==> src/rtl/sdram_mon_pkg.sv <==
// Shared command and bank-state encodings for the SDRAM command monitor.
// Assumes: code values are visible at the error port and must stay fixed.
package sdram_mon_pkg;

    typedef enum logic [2:0] {
        CMD_NOP = 3'd0,
        CMD_ACT = 3'd1,
        CMD_RD  = 3'd2,
        CMD_WR  = 3'd3,
        CMD_BST = 3'd4,
        CMD_PRE = 3'd5,
        CMD_REF = 3'd6,
        CMD_MRS = 3'd7
    } cmd_e;

    typedef enum logic [3:0] {
        ST_IDLE = 4'd0,
        ST_ACTV = 4'd1,
        ST_OPEN = 4'd2,
        ST_RD   = 4'd3,
        ST_WR   = 4'd4,
        ST_RDA  = 4'd5,
        ST_WRA  = 4'd6,
        ST_WREC = 4'd7,
        ST_PRE  = 4'd8,
        ST_REF  = 4'd9,
        ST_MRS  = 4'd10
    } bank_st_e;

    function automatic int unsigned max_of(input int unsigned a, input int unsigned b);
        return (a > b) ? a : b;
    endfunction

endpackage

==> src/rtl/sdram_cmd_decode.sv <==
// Turns the raw strobe lines into a command code and a mask of addressed banks.
// Assumes: cke low or cs_n high means no command; all-bank commands set every mask bit.
module sdram_cmd_decode
    import sdram_mon_pkg::*;
#(
    parameter int NUM_BANKS = 2,
    localparam int BA_W = (NUM_BANKS > 1) ? $clog2(NUM_BANKS) : 1
) (
    input  logic                 cke,
    input  logic                 cs_n,
    input  logic                 ras_n,
    input  logic                 cas_n,
    input  logic                 we_n,
    input  logic [BA_W-1:0]      ba,
    input  logic                 a10,
    output cmd_e                 op_o,
    output logic [NUM_BANKS-1:0] target_o
);

    logic [NUM_BANKS-1:0] one_bank;

    // Command code from the strobe pattern
    always_comb begin
        op_o = CMD_NOP;
        if (cke && !cs_n) begin
            unique case ({ras_n, cas_n, we_n})
                3'b111:  op_o = CMD_NOP;
                3'b011:  op_o = CMD_ACT;
                3'b101:  op_o = CMD_RD;
                3'b100:  op_o = CMD_WR;
                3'b110:  op_o = CMD_BST;
                3'b010:  op_o = CMD_PRE;
                3'b001:  op_o = CMD_REF;
                default: op_o = CMD_MRS;
            endcase
        end
    end

    assign one_bank = NUM_BANKS'(1) << ba;

    // Which banks the command must be checked against
    always_comb begin
        unique case (op_o)
            CMD_NOP:          target_o = '0;
            CMD_REF, CMD_MRS: target_o = '1;
            CMD_PRE:          target_o = a10 ? '1 : one_bank;
            default:          target_o = one_bank;
        endcase
    end

endmodule

==> src/rtl/sdram_bank_tracker.sv <==
// Follows one bank through its command states and judges each command aimed at it.
// Assumes: every duration parameter is at least 2; apply_i is low whenever
// any bank rejected the current command, so rejected commands change nothing.
module sdram_bank_tracker
    import sdram_mon_pkg::*;
#(
    parameter int BURST_LEN = 4,
    parameter int T_RCD     = 3,
    parameter int T_RP      = 3,
    parameter int T_RC      = 9,
    parameter int T_WR      = 2,
    parameter int T_MRD     = 2,
    localparam int LONGEST  = max_of(max_of(max_of(T_RCD, T_RP), max_of(T_RC, T_MRD)),
                                     max_of(T_WR, BURST_LEN)),
    localparam int CNT_W    = $clog2(LONGEST + 1)
) (
    input  logic     clk,
    input  logic     rst_n,
    input  cmd_e     op_i,
    input  logic     hit_i,
    input  logic     auto_pre_i,
    input  logic     apply_i,
    output bank_st_e state_o,
    output logic     illegal_o
);

    bank_st_e         state, state_nx;
    logic [CNT_W-1:0] cnt, cnt_nx;
    logic             bad;

    // Legality of the current command in the current state
    always_comb begin
        unique case (state)
            ST_IDLE:               bad = (op_i == CMD_RD) || (op_i == CMD_WR) || (op_i == CMD_BST);
            ST_OPEN, ST_RD, ST_WR: bad = (op_i == CMD_ACT) || (op_i == CMD_REF) || (op_i == CMD_MRS);
            ST_PRE:                bad = (op_i != CMD_NOP) && (op_i != CMD_PRE);
            default:               bad = (op_i != CMD_NOP);
        endcase
    end

    assign illegal_o = hit_i && bad;

    // Next state: timer expiry first, then an accepted command overrides it
    always_comb begin
        state_nx = state;
        cnt_nx   = cnt;
        if (state != ST_IDLE && state != ST_OPEN) begin
            if (cnt == CNT_W'(1)) begin
                unique case (state)
                    ST_RDA:  begin state_nx = ST_PRE;  cnt_nx = CNT_W'(T_RP - 1); end
                    ST_WRA:  begin state_nx = ST_WREC; cnt_nx = CNT_W'(T_WR - 1); end
                    ST_WREC: begin state_nx = ST_PRE;  cnt_nx = CNT_W'(T_RP - 1); end
                    ST_ACTV, ST_RD, ST_WR: state_nx = ST_OPEN;
                    default: state_nx = ST_IDLE;
                endcase
            end else begin
                cnt_nx = cnt - CNT_W'(1);
            end
        end
        if (hit_i && apply_i) begin
            unique case (op_i)
                CMD_ACT: begin state_nx = ST_ACTV; cnt_nx = CNT_W'(T_RCD - 1); end
                CMD_RD:  begin state_nx = auto_pre_i ? ST_RDA : ST_RD; cnt_nx = CNT_W'(BURST_LEN - 1); end
                CMD_WR:  begin state_nx = auto_pre_i ? ST_WRA : ST_WR; cnt_nx = CNT_W'(BURST_LEN - 1); end
                CMD_BST: if (state == ST_RD || state == ST_WR) state_nx = ST_OPEN;
                CMD_PRE: if (state == ST_OPEN || state == ST_RD || state == ST_WR) begin
                             state_nx = ST_PRE; cnt_nx = CNT_W'(T_RP - 1);
                         end
                CMD_REF: begin state_nx = ST_REF; cnt_nx = CNT_W'(T_RC - 1); end
                CMD_MRS: begin state_nx = ST_MRS; cnt_nx = CNT_W'(T_MRD - 1); end
                default: ;
            endcase
        end
    end

    // State and timer registers
    always_ff @(posedge clk) begin
        if (!rst_n) begin
            state <= ST_IDLE;
            cnt   <= '0;
        end else begin
            state <= state_nx;
            cnt   <= cnt_nx;
        end
    end

    assign state_o = state;


    idle_exit_chk: assert property (@(posedge clk) disable iff (!rst_n)
        (state == ST_IDLE) |=> (state == ST_IDLE || state == ST_ACTV || state == ST_REF || state == ST_MRS));


    rda_end_chk: assert property (@(posedge clk) disable iff (!rst_n)
        (state == ST_RDA) |=> (state == ST_RDA || state == ST_PRE));


    wra_end_chk: assert property (@(posedge clk) disable iff (!rst_n)
        (state == ST_WRA) |=> (state == ST_WRA || state == ST_WREC));


    pre_hold_chk: assert property (@(posedge clk) disable iff (!rst_n)
        (state == ST_PRE) |=> (state == ST_PRE || state == ST_IDLE));

endmodule

==> src/rtl/sdram_err_report.sv <==
// Picks the lowest bank that rejected the command and registers the error record.
// Assumes: illegal_i and st_i are combinational from the same sampled command.
module sdram_err_report #(
    parameter int NUM_BANKS = 2,
    localparam int BA_W = (NUM_BANKS > 1) ? $clog2(NUM_BANKS) : 1
) (
    input  logic                       clk,
    input  logic                       rst_n,
    input  logic [NUM_BANKS-1:0]       illegal_i,
    input  logic [NUM_BANKS-1:0][3:0]  st_i,
    input  logic [2:0]                 op_i,
    output logic                       err_pulse,
    output logic [BA_W-1:0]            err_bank,
    output logic [3:0]                 err_state,
    output logic [2:0]                 err_cmd
);

    logic [BA_W-1:0] pick;
    logic            found;

    // Lowest-numbered rejecting bank wins
    always_comb begin
        pick = '0;
        for (int i = NUM_BANKS - 1; i >= 0; i--) begin
            if (illegal_i[i]) pick = BA_W'(i);
        end
        found = |illegal_i;
    end

    // One-cycle registered error record
    always_ff @(posedge clk) begin
        if (!rst_n) begin
            err_pulse <= 1'b0;
            err_bank  <= '0;
            err_state <= '0;
            err_cmd   <= '0;
        end else begin
            err_pulse <= found;
            err_bank  <= found ? pick : '0;
            err_state <= found ? st_i[pick] : 4'd0;
            err_cmd   <= found ? op_i : 3'd0;
        end
    end

endmodule

==> src/rtl/sdram_cmd_monitor.sv <==
// Top of the SDRAM command legality monitor: decodes the bus, keeps one state
// model per bank and reports rejected commands.
// Assumes: passive use only; rejected commands are dropped from all bank models.
module sdram_cmd_monitor
    import sdram_mon_pkg::*;
#(
    parameter int NUM_BANKS = 2,
    parameter int BURST_LEN = 4,
    parameter int T_RCD     = 3,
    parameter int T_RP      = 3,
    parameter int T_RC      = 9,
    parameter int T_WR      = 2,
    parameter int T_MRD     = 2,
    localparam int BA_W     = (NUM_BANKS > 1) ? $clog2(NUM_BANKS) : 1
) (
    input  logic            clk,
    input  logic            rst_n,
    input  logic            cke,
    input  logic            cs_n,
    input  logic            ras_n,
    input  logic            cas_n,
    input  logic            we_n,
    input  logic [BA_W-1:0] ba,
    input  logic            a10,
    output logic            err_pulse,
    output logic [BA_W-1:0] err_bank,
    output logic [3:0]      err_state,
    output logic [2:0]      err_cmd
);

    cmd_e                      op;
    logic [NUM_BANKS-1:0]      target;
    logic [NUM_BANKS-1:0]      illegal;
    logic [NUM_BANKS-1:0][3:0] bank_st;
    logic                      apply;

    sdram_cmd_decode #(.NUM_BANKS(NUM_BANKS)) u_decode (
        .cke(cke), .cs_n(cs_n), .ras_n(ras_n), .cas_n(cas_n), .we_n(we_n),
        .ba(ba), .a10(a10), .op_o(op), .target_o(target)
    );

    // A command is applied only if no bank rejects it
    assign apply = ~|illegal;

    for (genvar g = 0; g < NUM_BANKS; g++) begin : g_bank
        bank_st_e st;
        sdram_bank_tracker #(
            .BURST_LEN(BURST_LEN), .T_RCD(T_RCD), .T_RP(T_RP),
            .T_RC(T_RC), .T_WR(T_WR), .T_MRD(T_MRD)
        ) u_bank (
            .clk(clk), .rst_n(rst_n), .op_i(op), .hit_i(target[g]),
            .auto_pre_i(a10), .apply_i(apply), .state_o(st), .illegal_o(illegal[g])
        );
        assign bank_st[g] = st;
    end

    for (genvar g = 1; g < NUM_BANKS; g++) begin : g_lockstep

        refresh_lockstep_chk: assert property (@(posedge clk) disable iff (!rst_n)
            (bank_st[0] == ST_REF) |-> (bank_st[g] == ST_REF));
    end

    sdram_err_report #(.NUM_BANKS(NUM_BANKS)) u_report (
        .clk(clk), .rst_n(rst_n), .illegal_i(illegal), .st_i(bank_st), .op_i(op),
        .err_pulse(err_pulse), .err_bank(err_bank), .err_state(err_state), .err_cmd(err_cmd)
    );


    nop_quiet_chk: assert property (@(posedge clk) disable iff (!rst_n)
        (cs_n || (ras_n && cas_n && we_n)) |=> !err_pulse);


    cke_quiet_chk: assert property (@(posedge clk) disable iff (!rst_n)
        !cke |=> !err_pulse);

endmodule

==> config.mk <==
export PLATFORM = sky130hd
export DESIGN_NAME = sdram_cmd_monitor
export DESIGN_NICKNAME = d
export VERILOG_FILES = /design/src/rtl/sdram_mon_pkg.sv /design/src/rtl/sdram_cmd_decode.sv /design/src/rtl/sdram_bank_tracker.sv /design/src/rtl/sdram_err_report.sv /design/src/rtl/sdram_cmd_monitor.sv
export SDC_FILE = /design/constraint.sdc
export NUM_CORES = 1
export LEC_CHECK = 0
export ABC_AREA = 1
export BUFFER_PORTS_ARGS = -buffer_cell sky130_fd_sc_hd__buf_2
export CELL_PAD_IN_SITES_DETAIL_PLACEMENT = 2
export CELL_PAD_IN_SITES_GLOBAL_PLACEMENT = 2
export CORE_MARGIN = 5
export CORE_UTILIZATION = 35
export CTS_CLUSTER_DIAMETER = 120
export DETAILED_ROUTE_END_ITERATION = 7
export GPL_TIMING_DRIVEN = 0
export MAX_ROUTING_LAYER = met4
export PLACE_DENSITY_LB_ADDON = 0.3
export SLEW_MARGIN = 25
export SYNTH_ARGS = -nofsm -noshare
export SYNTH_HDL_FRONTEND = slang
export SYNTH_HIERARCHICAL = 1
export SYNTH_SLANG_ARGS = --single-unit
==> constraint.sdc <==
create_clock -name clk -period 4.8 [get_ports clk]
set_clock_uncertainty 0.1 [all_clocks]
set_input_delay 0.24 -clock clk [delete_from_list [all_inputs] [get_ports clk]]
set_output_delay 0.24 -clock clk [all_outputs]
set_load 0.01 [all_outputs]
==> metrics.cfg, run 1 <==
[route]
vias_per_cell=5.044
detail_route.first_pass.iterations=4
num_vias=2184
wl_per_cell_um=15.11
routed_wirelength_um=6544
drc=0
final_antenna_net_count=0
drtIter0Drc=65

[synthesis]
synth.avg_cell_area_um2=6.193
ys_types=26
ys.warnings.count=6
syn_nets=350
synthArstFlopShare=0
synth_top_cell_by_area=dfxtp_1
netlist.area_leader.share=0.2398
ys_ff_latch=25
yosys_most_used_dff=dfxtp_1
synthCells=337
synth_common_cells=100 x nand2_1, 39 x inv_1, 31 x nor2_1
seq_area_frac_synth=0.2398
netlist_area_um2=2087
yosysMostFrequentCell=nand2_1
synth.area.top_cells=dfxtp_1 24%, nand2_1 18%, inv_1 7.0%
synth-edff-count=0

[floorplanning]
dieArea_um2=7607
num_rows=28
die_h_um=87.22
ioPinCount=18
die-width_um=87.22
initial_utilization=0.3567
core_um2=5851

[placement]
gp_congestion=0.8414
dp.cells=429
io_buffers=17
dp_hpwl_um=5150

[global_route]
antenna_found_initial=0
grt_overflow=0
grt_pass1_vias=2389
grt_max_degree=20
grt_use_total=0.1914
grt_pass1_wl_um=11320

[clock_network]
holdBufCountCts=0
root_buffer=clkbuf_8
insertion_delay_ps=270
postCtsSetupBuffers=0
clockBufferDepth=2
cts_resized=0
htreeDepth=1
cts_tree=built
cts_made_buffers=3
clock-sinks=25
path_clk_slew_ps=100

[critical_path]
crit_fanout=13
crit_arrival_ps=2990
required_ps=4870
crit_path_end_kind=flip-flop
crit_type=in2reg
cp-start-kind=input pin

[sta]
holdWs_ps=291.8
tightest_slew_ps=851.7
period_share=0.6075
maxSlewViolCount=0
grt_setup_unrepaired=false
setup_viol=0
slew_headroom=0.4322
setup_tns_ps=0
period_needed_ps=2916
timing.fmax_mhz=342.9
hold_viol=0

[finish]
diodes=0
fin_nets=372
area_growth_pct=11.21
drive_gt1_frac=0.2235
fin_cells=433

[min_path]
hp-class=in2reg

[pwr]
ir_worst_vdd_mv=0.1930
power.leakage_nw=1.084
power_density_nw_per_um2=435.9

[status]
status=finished, final reports clean

[flow_run]
cap_violations=0

## worst paths after layout
kind,start,to,slack (ps),cells after the start
worst min register to register,g_bank[0].u_bank/cnt[1],g_bank[0].u_bank/cnt[1],480,4
worst min-delay path,rst_n,g_bank[0].u_bank/cnt[1],290,3
worst max register to register,g_bank[1].u_bank/state_o[2],g_bank[1].u_bank/cnt[1],2310,15
worst max-delay path,cs_n,g_bank[1].u_bank/cnt[1],1880,19
## cells by family after synthesis
logic type,synth area share
and+or+nand+nor,0.4928
buffers and inverters,0.09772
AOI/OAI and AO/OA,0.1289
DFF,0.2398
xor gates and xnor gates,0.01678
adders and majority gates,0.02398
## cells in the final DEF, fill, tap and decap left out, drive strengths merged, types with 3 or more instances in the layout
cell    instances
nand2         111
nand3b          4
o21ai          27
a21oi          18
nand3          29
inv            53
clkbuf          3
nor3            4
ha              4
dfxtp          25
xor2            4
buf            17
nor2           51
## area by class of cell
type | count | area, um^2
clock inverter | 1 | 7.507
fill | 770 | 3530
multi-input combinational | 259 | 1389
tap | 75 | 93.84
sequential | 25 | 500.5
inverter | 53 | 203.9
clock buffer | 3 | 41.29
timing repair buffer | 17 | 85.08
## sequential cells by signal (all words and copies together), names as in the netlist
name and count:
g_bank.u_bank/cnt 8, g_bank.u_bank/state_o 8, u_report/err_bank 1, u_report/err_cmd 3, u_report/err_pulse 1, u_report/err_state 4
## power by group
part | switching, mW | internal (mW)
combinational | 0.381 | 0.193
sequential | 0.0498 | 0.255
clock | 0.0734 | 0.0589
total | 0.505 | 0.507
## worst max-delay path, cell delays in order
cell and delay [ps]:
buf_2 120, nor2_4 160, o21ai_2 90, a21oi_2 630, nand2_4 140, nor2_8 150
nor2_1 70, nand2_1 70, nand2_1 50, nor3_1 180, nor2_1 150, nor2_1 180
nand2_1 140, inv_1 150, nand2_1 90, nor2_1 140, nand2_1 70, a21oi_1 120
nor2_1 50
## per-layer routing
metal  vias up  part of all wire  GRT usage
li1       1111                 -          -
met1      1058              0.47     0.2454
met2        13              0.51     0.3326
met3         2             0.015    0.01987
met4         0            0.0044    0.02650
met5         -                 0          -
## through the flow
| step | power (mW) | area (um^2) | utilization | worst slack, ps |
|---|---|---|---|---|
| 2_1_floorplan | 0.7308 | 2087 | - | 1988 |
| 3_3_place_gp | 0.8447 | 2266 | 0.3873 | 1207 |
| 3_5_place_dp | 0.8796 | 2270 | 0.3879 | 1471 |
| 4_1_cts | 1.028 | 2318 | 0.3963 | 1673 |
| 5_1_grt | 1.117 | 2321 | 0.3967 | 1533 |
| 6_report | 1.012 | 2321 | 0.3967 | 1884 |
(Power assumes the default switching activity.)
==> inputs of run 2 (changes only) <==
CORE_UTILIZATION = 32   (was 35)
clock period = 3 ns   (was 4.8 ns; I/O delays follow)
==> run 2 against run 1 <==
Effect of this change:
- worst hold slack lost 130 ps
- critical path type unchanged
- clock power grew 59%
- die area grew 8.3%
- final cell count grew 0.69%
- flip-flop and latch count is the same
- wire length shrank 1.1%
- global-route usage shrank 2.2 points
- utilization shrank 2.9 points
- total power grew 58%
- clock-buffer cell count is the same
==> metrics.cfg, run 2 (synthesis gave the netlist of run 1 again) <==
[sta]
setup_viol=0
period_needed_ps=2588
grt_setup_unrepaired=false
setup_tns_ps=0
fin_ws_ps=412.4
timing.fmax_mhz=386.5
hold_viol=0
period_share=0.8625
slew_headroom=0.5859
tightest_slew_ps=620.5
maxSlewViolCount=0

[floorplanning]
num_rows=29
initial_utilization=0.3287
die-width_um=90.76
ioPinCount=18
dieArea_um2=8237
core_um2=6350
die_h_um=90.76

[critical_path]
crit_type=in2reg
crit_arrival_ps=2660
required_ps=3070
crit_path_end_kind=flip-flop
crit_fanout=8
cp-start-kind=input pin

[placement]
dp_hpwl_um=5445
gp_congestion=0.8540
io_buffers=17
post-place-ws_ps=-228.0
dp.cells=432

[route]
vias_per_cell=4.970
drc=0
detail_route.first_pass.iterations=4
routed_wirelength_um=6474
drtIter0Drc=100
wl_per_cell_um=14.85
num_vias=2167
final_antenna_net_count=0

[global_route]
grt_use_total=0.1694
antenna_found_initial=0
grt_overflow=0
grt_pass1_wl_um=11420
grt_pass1_vias=2381
grt_max_degree=20

[clock_network]
clockBufferDepth=2
cts_made_buffers=3
clock-sinks=25
insertion_delay_ps=270
cts_tree=built
path_clk_slew_ps=100
root_buffer=clkbuf_8
htreeDepth=1
holdBufCountCts=0

[finish]
fin_nets=373
area_growth_pct=11.99
drive_gt1_frac=0.2284
final_cell_mix=99 x nand2_1, 39 x inv_1, 30 x nor2_1
fin_cells=436
layout_commonest_cell=nand2_1
diodes=0

[pwr]
power.leakage_nw=1.090
power_density_nw_per_um2=684.3
ir_worst_vdd_mv=0.3308
power_mw=1.599

[min_path]
hp-class=in2reg

[status]
status=finished, final reports clean

[flow_run]
cap_violations=0

run 2: worst max-delay path: stages:
cell	delay (ps)
buf_2	120
nor2_4	160
o21ai_2	90
a21oi_2	390
buf_6	220
nor2_2	50
inv_1	150
nor2_2	80
nor2_1	110
nand2_1	60
nand2_1	70
nor3_1	40
nor2_1	260
nor2_1	110
nand2_1	150
inv_1	110
nand2_1	110
nor2_1	60
nand3_1	110
o21ai_2	60
run 2: final timing paths:
path	endpoint	cells past startpoint	from	slack, ps
hold / removal	u_report/err_cmd[0]	4	we_n	160
hold reg to reg	g_bank[0].u_bank/cnt[2]	2	g_bank[0].u_bank/cnt[2]	490
setup / recovery	g_bank[1].u_bank/cnt[3]	20	cs_n	410
setup reg to reg	g_bank[1].u_bank/cnt[3]	13	g_bank[0].u_bank/state_o[2]	570
run 2: through the flow:
step             util  hold WS (ps)  area (um^2)
6_report       0.3681         162.6         2337
5_1_grt        0.3681         155.1         2337
4_1_cts        0.3673         157.7         2332
3_5_place_dp   0.3596         447.9         2283
3_3_place_gp   0.3572         446.0         2268
2_1_floorplan       -         168.6         2087
run 2: power by group:
group,internal [mW],total [mW],switching [mW]
sequential,0.408,0.488,0.0799
combinational,0.309,0.901,0.592
clock,0.0942,0.210,0.116
total,0.812,1.60,0.788
run 2: timing repair:
item / CTS / global route
hold endpoints to repair: 0 / 0
gates resized for setup: 0 / 2
setup buffers: 0 / 0
endpoints found under the setup margin: 0 / 16
run 2: layout make-up:
cell class	instances	area (um^2)
clock buffer	3	41.29
clock inverter	1	7.507
fill	797	4013
inverter	53	203.9
multi-input combinational	259	1391
sequential	25	500.5
tap	77	96.34
timing repair buffer	18	96.34
run 2: per-layer routing:
layer,wire length (um),vias up,part of all wire,track usage
met4,31,0,0.0048,0.02978
li1,-,1104,-,-
met3,73,2,0.011,0.01750
met2,3362,9,0.52,0.3039
met1,3006,1052,0.46,0.2059
met5,0,-,0,-
==> inputs of run 3 (changes only) <==
CORE_UTILIZATION = 31   (was 32)
SYNTH_HIERARCHICAL = unset   (was 1)
clock period = 2.5 ns   (was 3 ns; I/O delays follow)
==> run 3 against run 2 <==
Effect of this change:
- critical path type is now reg2reg
- clock-buffer cell count up 1
- sequential share of layout area is 2.4 points higher
- total power fell by 45%
- design area decreased by 10%
- synthesized cell count shrank 7.4%
- wire length decreased by 0.90%
==> metrics.cfg, run 3 <==
[clock_network]
path_clk_slew_ps=100
postCtsSetupBuffers=0
insertion_delay_ps=270
cts_tree=built
clock-sinks=25
cts_resized=0
holdBufCountCts=0
root_buffer=clkbuf_8
cts_made_buffers=3
clockBufferDepth=2
htreeDepth=1

[floorplanning]
dieArea_um2=7701
core_um2=5886
die-width_um=87.76
die_h_um=87.76
ioPinCount=18
initial_utilization=0.3185
num_rows=28

[finish]
multi_input_area_um2=1202
final_cell_mix=89 x nand2_1, 37 x nand3_1, 35 x nor2_1
fin_nets=347
diodes=0
layout_commonest_cell=nand2_1
area_growth_pct=11.95
regArea_um2=500.5
n_fill_cell=764
drive_gt1_frac=0.1441

[synthesis]
ys_types=25
syn_nets=325
synth.avg_cell_area_um2=6.007
synthArstFlopShare=0
seq_area_frac_synth=0.2670
yosys_most_used_dff=dfxtp_1
synth_common_cells=89 x nand2_1, 37 x nand3_1, 35 x nor2_1
synth-edff-count=0
synth.area.top_cells=dfxtp_1 27%, nand2_1 18%, nand3_1 9.9%
yosysMostFrequentCell=nand2_1
ys.warnings.count=0
ys_ff_latch=25
netlist.area_leader.share=0.2670
synthCells=312
netlist_area_um2=1874
synth_top_cell_by_area=dfxtp_1

[sta]
maxSlewViolCount=0
period_needed_ps=2174
period_share=0.8696
fin_ws_ps=326.1
setup_viol=0
timing.fmax_mhz=460.0
hold_viol=0
setup_tns_ps=0
tightest_slew_ps=645.1
slew_headroom=0.5699
grt_setup_unrepaired=false

[route]
detail_route.first_pass.iterations=4
vias_per_cell=5.174
drtIter0Drc=92
final_antenna_net_count=0
drc=0
num_vias=2111
routed_wirelength_um=6416
wl_per_cell_um=15.73

[placement]
gp_congestion=0.8249
post-place-ws_ps=339.2
io_buffers=17
dp_hpwl_um=5267

[critical_path]
crit_type=reg2reg
required_ps=2570
crit_path_end_kind=flip-flop
cp-start-kind=flip-flop
crit_fanout=6
crit_arrival_ps=2240

[flow_run]
cap_violations=0

[global_route]
top_usage_layer=met2
grt_overflow=0
met1_usage=0.2446
grt_pass1_wl_um=11010
grt_max_degree=14
grtUsageMet3=0.02352
grt_use_total=0.1872
antenna_found_initial=0
use_met2=0.3137
grt_pass1_vias=2275

[pwr]
power_density_nw_per_um2=418.1
ir_worst_vdd_mv=0.2085
power.leakage_nw=0.9967

[min_path]
hp-class=in2reg

[status]
status=finished, final reports clean

## run 3: cell types whose count changed in the layout (fill, tap and decap cells not counted), sizes merged, moves of 2 or more
cell and change:
and2 -2, clkbuf +2, inv -11, nand2 -15, nand3 +12, nand3b -4
nand4 +10, nor2 -12, nor3 +5, o2111ai -2, o211ai +2, o21ai -8
xor2 -4
## run 3: layout make-up
class / instances / area share
Multi-Input combinational cell: 242 / 0.5730
Sequential cell: 25 / 0.2385
Inverter: 43 / 0.07752
Tap cell: 75 / 0.04472
Timing Repair Buffer: 17 / 0.04055
Clock buffer: 4 / 0.02147
Buffer: 2 / 0.004174
## run 3: metal layers
metal / vias to the layer above / part of all wire
li1: 1065 / -
met1: 1010 / 0.51
met2: 32 / 0.46
met3: 4 / 0.026
met4: 0 / 0.0069
met5: - / 0
## run 3: final timing paths
path | slack, ps | to | cells past startpoint | start
setup / recovery | 330 | u_report.err_state[3] | 11 | g_bank[1].u_bank.state_o[3]
hold / removal | 20 | u_report.err_cmd[1] | 2 | cas_n
setup reg to reg | 330 | u_report.err_state[3] | 11 | g_bank[1].u_bank.state_o[3]
hold reg to reg | 430 | u_report.err_state[2] | 2 | g_bank[0].u_bank.state_o[2]
## run 3: logic make-up (layout without fill, tap and decap cells)
| group | after synthesis | count (layout) | synth area share |
|---|---|---|---|
| AND/OR/NAND/NOR | 197 | 197 | 0.4853 |
| flip-flops | 25 | 25 | 0.2670 |
| AO/OA/AOI/OAI | 41 | 41 | 0.1295 |
| adder cells (fa/ha/maj) | 4 | 4 | 0.02670 |
| buffers and inverters | 45 | 66 | 0.09145 |
## run 3: stage by stage
| stage | hold WS, ps | std cells | power [mW] | utilization | instance area [um^2] |
|---|---|---|---|---|---|
| 6_report | 24.81 | 408 | 0.8772 | 0.3565 | 2098 |
| 3_3_place_gp | 317.5 | 404 | 0.6241 | 0.3489 | 2053 |
| 5_1_grt | 29.85 | 408 | 0.9355 | 0.3565 | 2098 |
| 4_1_cts | 26.53 | 408 | 0.8905 | 0.3565 | 2098 |
| 3_5_place_dp | 323.2 | 404 | 0.6322 | 0.3489 | 2053 |
| 2_1_floorplan | 104.3 | 312 | 0.5678 | - | 1874 |
## run 3: worst max-delay path, stage by stage, from the launching register on
cell and delay [ps]:
dfxtp_1 430, nor2_1 130, nand2_1 110, nand2_1 90
nor2_1 350, nand3_1 140, nand2_1 160, o21ai_4 90
inv_2 50, nand2_1 130, o21ai_1 240, nor2_1 60
## run 3: report_power, final
group | switching, mW | internal [mW]
registers | 0.00885 | 0.409
clock network | 0.140 | 0.114
logic | 0.144 | 0.0614
total | 0.293 | 0.585
